--- src/rtl/ser_pkg.sv ---
package ser_pkg;
    localparam int ADDR_W    = 9;
    localparam int DATA_W    = 28;
    localparam int REG_COUNT = 4;
    localparam logic [ADDR_W-1:0] BANK_BASE = 9'h1C0;

    localparam int HDR_BITS  = 1 + ADDR_W;
    localparam int FRAME_MAX = HDR_BITS + DATA_W;
    localparam int CNT_W     = $clog2(FRAME_MAX + 1);

    typedef enum logic {
        CMD_WRITE = 1'b0,
        CMD_READ  = 1'b1
    } cmd_e;

    // Events derived from the oversampled serial pins
    typedef struct packed {
        logic rise;
        logic fall;
        logic en;
        logic en_fell;
        logic din;
    } pin_evt_t;

    function automatic logic [DATA_W-1:0] reg_default(input int idx);
        return DATA_W'(32'h50 + idx);
    endfunction
endpackage

--- src/rtl/ser_pin_sync.sv ---
module ser_pin_sync
    import ser_pkg::*;
(
    input  logic     clk,
    input  logic     rst_n,
    input  logic     sclk,
    input  logic     sen,
    input  logic     sdi,
    output pin_evt_t evt
);
    logic [1:0] clk_pipe;
    logic [1:0] en_pipe;
    logic       din_q;

    always_ff @(posedge clk) begin
        if (!rst_n) begin
            clk_pipe <= '0;
            en_pipe  <= '0;
            din_q    <= 1'b0;
        end else begin
            clk_pipe <= {clk_pipe[0], sclk};
            en_pipe  <= {en_pipe[0], sen};
            din_q    <= sdi;
        end
    end

    always_comb begin
        evt.rise    = clk_pipe[0] & ~clk_pipe[1];
        evt.fall    = ~clk_pipe[0] & clk_pipe[1];
        evt.en      = en_pipe[0];
        evt.en_fell = ~en_pipe[0] & en_pipe[1];
        evt.din     = din_q;
    end
endmodule

--- src/rtl/ser_frame.sv ---
module ser_frame
    import ser_pkg::*;
(
    input  logic              clk,
    input  logic              rst_n,
    input  pin_evt_t          evt,
    input  logic [DATA_W-1:0] rd_word,
    output logic [ADDR_W-1:0] rd_addr,
    output logic              wr_en,
    output logic [ADDR_W-1:0] wr_addr,
    output logic [DATA_W-1:0] wr_data,
    output logic [CNT_W-1:0]  bit_cnt,
    output logic              sdo
);
    cmd_e              cmd;
    logic [ADDR_W-1:0] addr_q;
    logic [DATA_W-1:0] data_q;
    logic [DATA_W-1:0] shout;
    logic              rd_active;
    logic              sdo_q;
    logic [CNT_W-1:0]  cnt;
    logic              take;

    assign take    = evt.en & evt.rise;
    assign rd_addr = {addr_q[ADDR_W-2:0], evt.din};

    always_ff @(posedge clk) begin
        if (!rst_n) begin
            cmd       <= CMD_WRITE;
            addr_q    <= '0;
            data_q    <= '0;
            shout     <= '0;
            rd_active <= 1'b0;
            sdo_q     <= 1'b0;
            cnt       <= '0;
        end else if (!evt.en) begin
            cnt       <= '0;
            data_q    <= '0;
            rd_active <= 1'b0;
            sdo_q     <= 1'b0;
        end else begin
            if (take) begin
                if (cnt == '0) begin
                    cmd <= cmd_e'(evt.din);
                end else if (cnt <= CNT_W'(ADDR_W)) begin
                    addr_q <= rd_addr;
                end else if (cnt < CNT_W'(FRAME_MAX)) begin
                    data_q <= {data_q[DATA_W-2:0], evt.din};
                end
                if (cnt < CNT_W'(FRAME_MAX)) begin
                    cnt <= cnt + 1'b1;
                end
                if (cnt == CNT_W'(ADDR_W) && cmd == CMD_READ) begin
                    rd_active <= 1'b1;
                    shout     <= rd_word;
                end
            end
            if (evt.fall && rd_active) begin
                sdo_q <= shout[DATA_W-1];
                shout <= {shout[DATA_W-2:0], 1'b0};
            end
        end
    end

    assign wr_en   = evt.en_fell && (cmd == CMD_WRITE) && (cnt >= CNT_W'(HDR_BITS));
    assign wr_addr = addr_q;
    assign wr_data = data_q;
    assign bit_cnt = cnt;
    assign sdo     = sdo_q;
endmodule

--- src/rtl/ser_bank.sv ---
module ser_bank
    import ser_pkg::*;
(
    input  logic                              clk,
    input  logic                              rst_n,
    input  logic                              wr_en,
    input  logic [ADDR_W-1:0]                 wr_addr,
    input  logic [DATA_W-1:0]                 wr_data,
    input  logic [ADDR_W-1:0]                 rd_addr,
    output logic [DATA_W-1:0]                 rd_word,
    output logic [REG_COUNT-1:0][DATA_W-1:0]  regs
);
    logic [REG_COUNT-1:0] wr_hit;
    logic [REG_COUNT-1:0] rd_hit;

    for (genvar g = 0; g < REG_COUNT; g++) begin : g_dec
        assign wr_hit[g] = (wr_addr == BANK_BASE + ADDR_W'(g));
        assign rd_hit[g] = (rd_addr == BANK_BASE + ADDR_W'(g));
    end

    always_ff @(posedge clk) begin
        for (int i = 0; i < REG_COUNT; i++) begin
            if (!rst_n) begin
                regs[i] <= reg_default(i);
            end else if (wr_en && wr_hit[i]) begin
                regs[i] <= wr_data;
            end
        end
    end

    always_comb begin
        rd_word = '0;
        for (int i = 0; i < REG_COUNT; i++) begin
            if (rd_hit[i]) begin
                rd_word = regs[i];
            end
        end
    end
endmodule

--- src/rtl/ser_reg_port.sv ---
module ser_reg_port
    import ser_pkg::*;
(
    input  logic clk,
    input  logic rst_n,
    input  logic ser_clk,
    input  logic ser_en,
    input  logic ser_din,
    output logic ser_dout
);
    pin_evt_t                         evt;
    logic [DATA_W-1:0]                rd_word;
    logic [ADDR_W-1:0]                rd_addr;
    logic                             wr_en;
    logic [ADDR_W-1:0]                wr_addr;
    logic [DATA_W-1:0]                wr_data;
    logic [CNT_W-1:0]                 bit_cnt;
    logic [REG_COUNT-1:0][DATA_W-1:0] regs;

    ser_pin_sync u_sync (
        .clk  (clk),
        .rst_n(rst_n),
        .sclk (ser_clk),
        .sen  (ser_en),
        .sdi  (ser_din),
        .evt  (evt)
    );

    ser_frame u_frame (
        .clk    (clk),
        .rst_n  (rst_n),
        .evt    (evt),
        .rd_word(rd_word),
        .rd_addr(rd_addr),
        .wr_en  (wr_en),
        .wr_addr(wr_addr),
        .wr_data(wr_data),
        .bit_cnt(bit_cnt),
        .sdo    (ser_dout)
    );

    ser_bank u_bank (
        .clk    (clk),
        .rst_n  (rst_n),
        .wr_en  (wr_en),
        .wr_addr(wr_addr),
        .wr_data(wr_data),
        .rd_addr(rd_addr),
        .rd_word(rd_word),
        .regs   (regs)
    );
endmodule

--- config.mk ---
export PLATFORM = sky130hd
export DESIGN_NAME = ser_reg_port
export DESIGN_NICKNAME = d
export VERILOG_FILES = /design/src/rtl/ser_pkg.sv /design/src/rtl/ser_pin_sync.sv /design/src/rtl/ser_frame.sv /design/src/rtl/ser_bank.sv /design/src/rtl/ser_reg_port.sv
export SDC_FILE = /design/constraint.sdc
export NUM_CORES = 1
export LEC_CHECK = 0
export BUFFER_PORTS_ARGS = -buffer_cell sky130_fd_sc_hd__buf_2
export CAP_MARGIN = 20
export CORE_UTILIZATION = 45
export DETAILED_ROUTE_END_ITERATION = 16
export PLACE_DENSITY = 0.62
export SKIP_CTS_REPAIR_TIMING = 1
export SYNTH_ARGS = -nofsm -noshare
export SYNTH_HDL_FRONTEND = slang
export SYNTH_HIERARCHICAL = 1
export SYNTH_SLANG_ARGS = --single-unit
--- constraint.sdc ---
create_clock -name clk -period 4.64 [get_ports clk]
set_clock_uncertainty 0.05 [all_clocks]
set_input_delay 0.928 -clock clk [delete_from_list [all_inputs] [get_ports clk]]
set_output_delay 0.928 -clock clk [all_outputs]
set_load 0.05 [all_outputs]
==> flow_metrics.tcl <==
set metrics [dict create \
    power_leakage_uw 0.00369 \
    nNetsFinal 835 \
    yosys-top-cells-area "dfxtp_1, mux2i_1, mux4_2, nand2_1, nor2b_1" \
    start_util_pct 46.3 \
    grt_util_met3_pct 3.27 \
    path_cells "o21ai_0, a21oi_1, and4b_2, nand4b_1, buf_12, mux2i_1" \
    path_max_fanout 19 \
    core_area_sq_mm 0.0189 \
    die_w_microns 141 \
    hold_class "reg2reg" \
    syn_inst 868 \
    insertion_delay_ns 0.43 \
    max_freq_mhz 363 \
    slew_headroom_pct 24.9 \
    p_per_area_mw_per_mm2 341 \
    numPortBuffers 5 \
    dr.pass1.iters 4 \
    outcome "completed" \
    routabilityCongestion 0.770 \
    viasPerCell 5.27 \
    layout-drive-gt1-share_pct 13.0 \
    yosysSeqAreaShare_pct 43.7 \
    htree_levels 4 \
    grt_pass1_vias 5688 \
    cts_buffer_depth 2 \
    whs_ns 0.404 \
    post-route-util_pct 49.3 \
    synth-edff-count 0 \
    finalInstanceArea_sq_mm 0.00931 \
    min_period_over_period_pct 59.4 \
    synth_commonest_cells "dfxtp_1, nand2_1, mux2i_1, nor2b_1, nand3_1" \
    grt_usage_pct 19.1 \
    ys.flop_type "dfxtp_1" \
    maxCapViolCount 0 \
    cpMaxStageDelayCell "nand4b_1" \
    dieArea_sq_mm 0.0200 \
    fillCellCount 1755 \
    cts_inserted_buffers 17 \
    grt_remaining_overflow 0 \
    num_io_pins 6 \
    worstMarginPinSlew_ns 1.13 \
    dr_total_vias 5786 \
    synth.avg_cell_area_sq_um 10.1 \
    cts.reportedPaths.clkPinSlew_ns 0.06 \
    setup_viol 0 \
    synth.most_common_cell "dfxtp_1" \
    crit_path_end_kind "flop" \
    grt_first_pass_wirelength_mm 29.9 \
    wl_mm 18.1 \
    synth.distinct_cells 44 \
    cp_num_buf_inv 1 \
    antenna_found_initial 0 \
    ant_nets 0 \
    rsz0062_at_grt "false" \
    first_iter_violations 380 \
    grt_busiest_layer "met2" \
    cpPeakStageDelay_ns 0.78 \
    cts_tree "done" \
    antennaDiodeCount 0 \
    yosys.area.top_type "dfxtp_1" \
    start_kind "flop" \
    clock-sinks 191 \
    rows 50 \
    slew_viol_final 0 \
    hold_viol_final 0 \
    vdd_ir_drop_max_uv 210 \
    netlist.area_leader.share_pct 43.7 \
    cts-root-buf "clkbuf_16" \
    syn-num-nets 877 \
    use_met1_pct 26.0 \
    worstPathRequired_ns 4.89 \
    crit_arrival_ns 3.01 \
    crit_type "reg2reg" \
    path_delay_family "simple AND/OR/NAND/NOR gates" \
    syn2layout_area_growth_pct 6.32 \
    grt_max_degree 97 \
    syn_area_sq_mm 0.00875 \
    yosysWarningCount 6 \
    async_flop_share_pct 0 \
    hpwl_mm 10.8 \
    die-height_microns 141 \
    post_drt_wl_per_cell_microns 16.5 \
    placed_area_sq_mm 0.00870 \
    fin_crit_ns 2.76 \
    gr-usage-met2_pct 31.3 \
    drc 0 \
    synth-seq-cells 191 \
    setup-tns-final_ns 0 \
]
[final cells by class]
class	count	area, sq um	area share [%]
Sequential cell	191	3830	41.1
Multi-Input combinational cell	595	4390	47.2
Tap cell	260	325	3.50
Inverter	3	11.3	0.121
Clock buffer	20	457	4.91
Timing Repair Buffer	18	163	1.75
Clock inverter	11	131	1.41
[per-stage QoR]
| stage | power (uW) | setup WS [ns] | cells |
|---|---|---|---|
| floorplan | 1730 | 2.77 | 868 |
| global placement | 1750 | 1.94 | 1066 |
| detailed placement | 1750 | 1.92 | 1066 |
| CTS | 3210 | 1.91 | 1097 |
| global route | 3280 | 1.71 | 1098 |
| finish | 3180 | 1.88 | 1098 |
[cells by family after synthesis]
| family | Yosys count | share of synthesized area [%] |
|---|---|---|
| and+or+nand+nor | 342 | 20.1 |
| DFF | 191 | 43.7 |
| muxes | 179 | 24.5 |
| buffers and inverters | 82 | 6.45 |
| AOI/OAI and AO/OA | 67 | 4.47 |
| adders and majority gates | 4 | 0.572 |
| xor gates and xnor gates | 3 | 0.300 |
[report_power, final]
group | leakage, uW | total [uW] | switching, uW | internal (uW)
Sequential | 0.00154 | 1650 | 5.80 | 1640
Clock | 0.000285 | 1470 | 639 | 828
Combinational | 0.00186 | 62.6 | 46.3 | 16.3
Total | 0.00369 | 3180 | 691 | 2490
[final timing paths]
kind	from	to	slack [ns]	cells past startpoint
setup / recovery	u_frame/bit_cnt[2]$_SDFFE_PN0P_	u_bank/regs[32]$_SDFFE_PN1P_	1.88	6
hold / removal	u_frame/sdo$_SDFFE_PN0N_	u_frame/sdo$_SDFFE_PN0N_	0.40	2
setup reg to reg	u_frame/bit_cnt[2]$_SDFFE_PN0P_	u_bank/regs[32]$_SDFFE_PN1P_	1.88	6
hold reg to reg	u_frame/sdo$_SDFFE_PN0N_	u_frame/sdo$_SDFFE_PN0N_	0.40	2
[worst register-to-register path, stage by stage (launching register included)]
cell      delay (ns)
dfxtp_1         0.55
o21ai_0         0.17
a21oi_1         0.15
and4b_2         0.29
nand4b_1        0.78
buf_12          0.49
mux2i_1         0.15
[metal layers]
metal	vias up	wire [microns]
met2	48	8540
met4	0	177
met1	2830	8930
met3	8	459
met5	-	0
li1	2900	-
[cell usage in the layout, fill, tap and decap left out, types with 4 or more instances in the layout]
cell,synthesis,routed
and2_1,6,7
buf_2,8,4
nor2_1,20,20
nand3_2,20,21
mux4_2,28,28
a31oi_1,28,28
nand3_1,37,36
dfxtp_1,191,189
nor2b_1,75,74
mux2i_1,151,151
ha_1,4,4
a21oi_1,32,32
clkbuf_16,0,17
buf_4,19,11
nand2_1,164,164
[flip-flops by register name, summed over array words and instances (netlist names)]
| register | count |
|---|---|
| u_frame/wr_data | 28 |
| u_frame/cmd | 1 |
| u_frame/wr_addr | 9 |
| u_sync/din_q | 1 |
| u_sync/en_pipe | 2 |
| u_frame/shout | 28 |
| u_sync/clk_pipe | 2 |
| u_frame/rd_active | 1 |
| u_frame/bit_cnt | 6 |
| u_frame/sdo | 1 |
| u_bank/regs | 112 |
No activity file was read; power rests on OpenSTA's default activity.
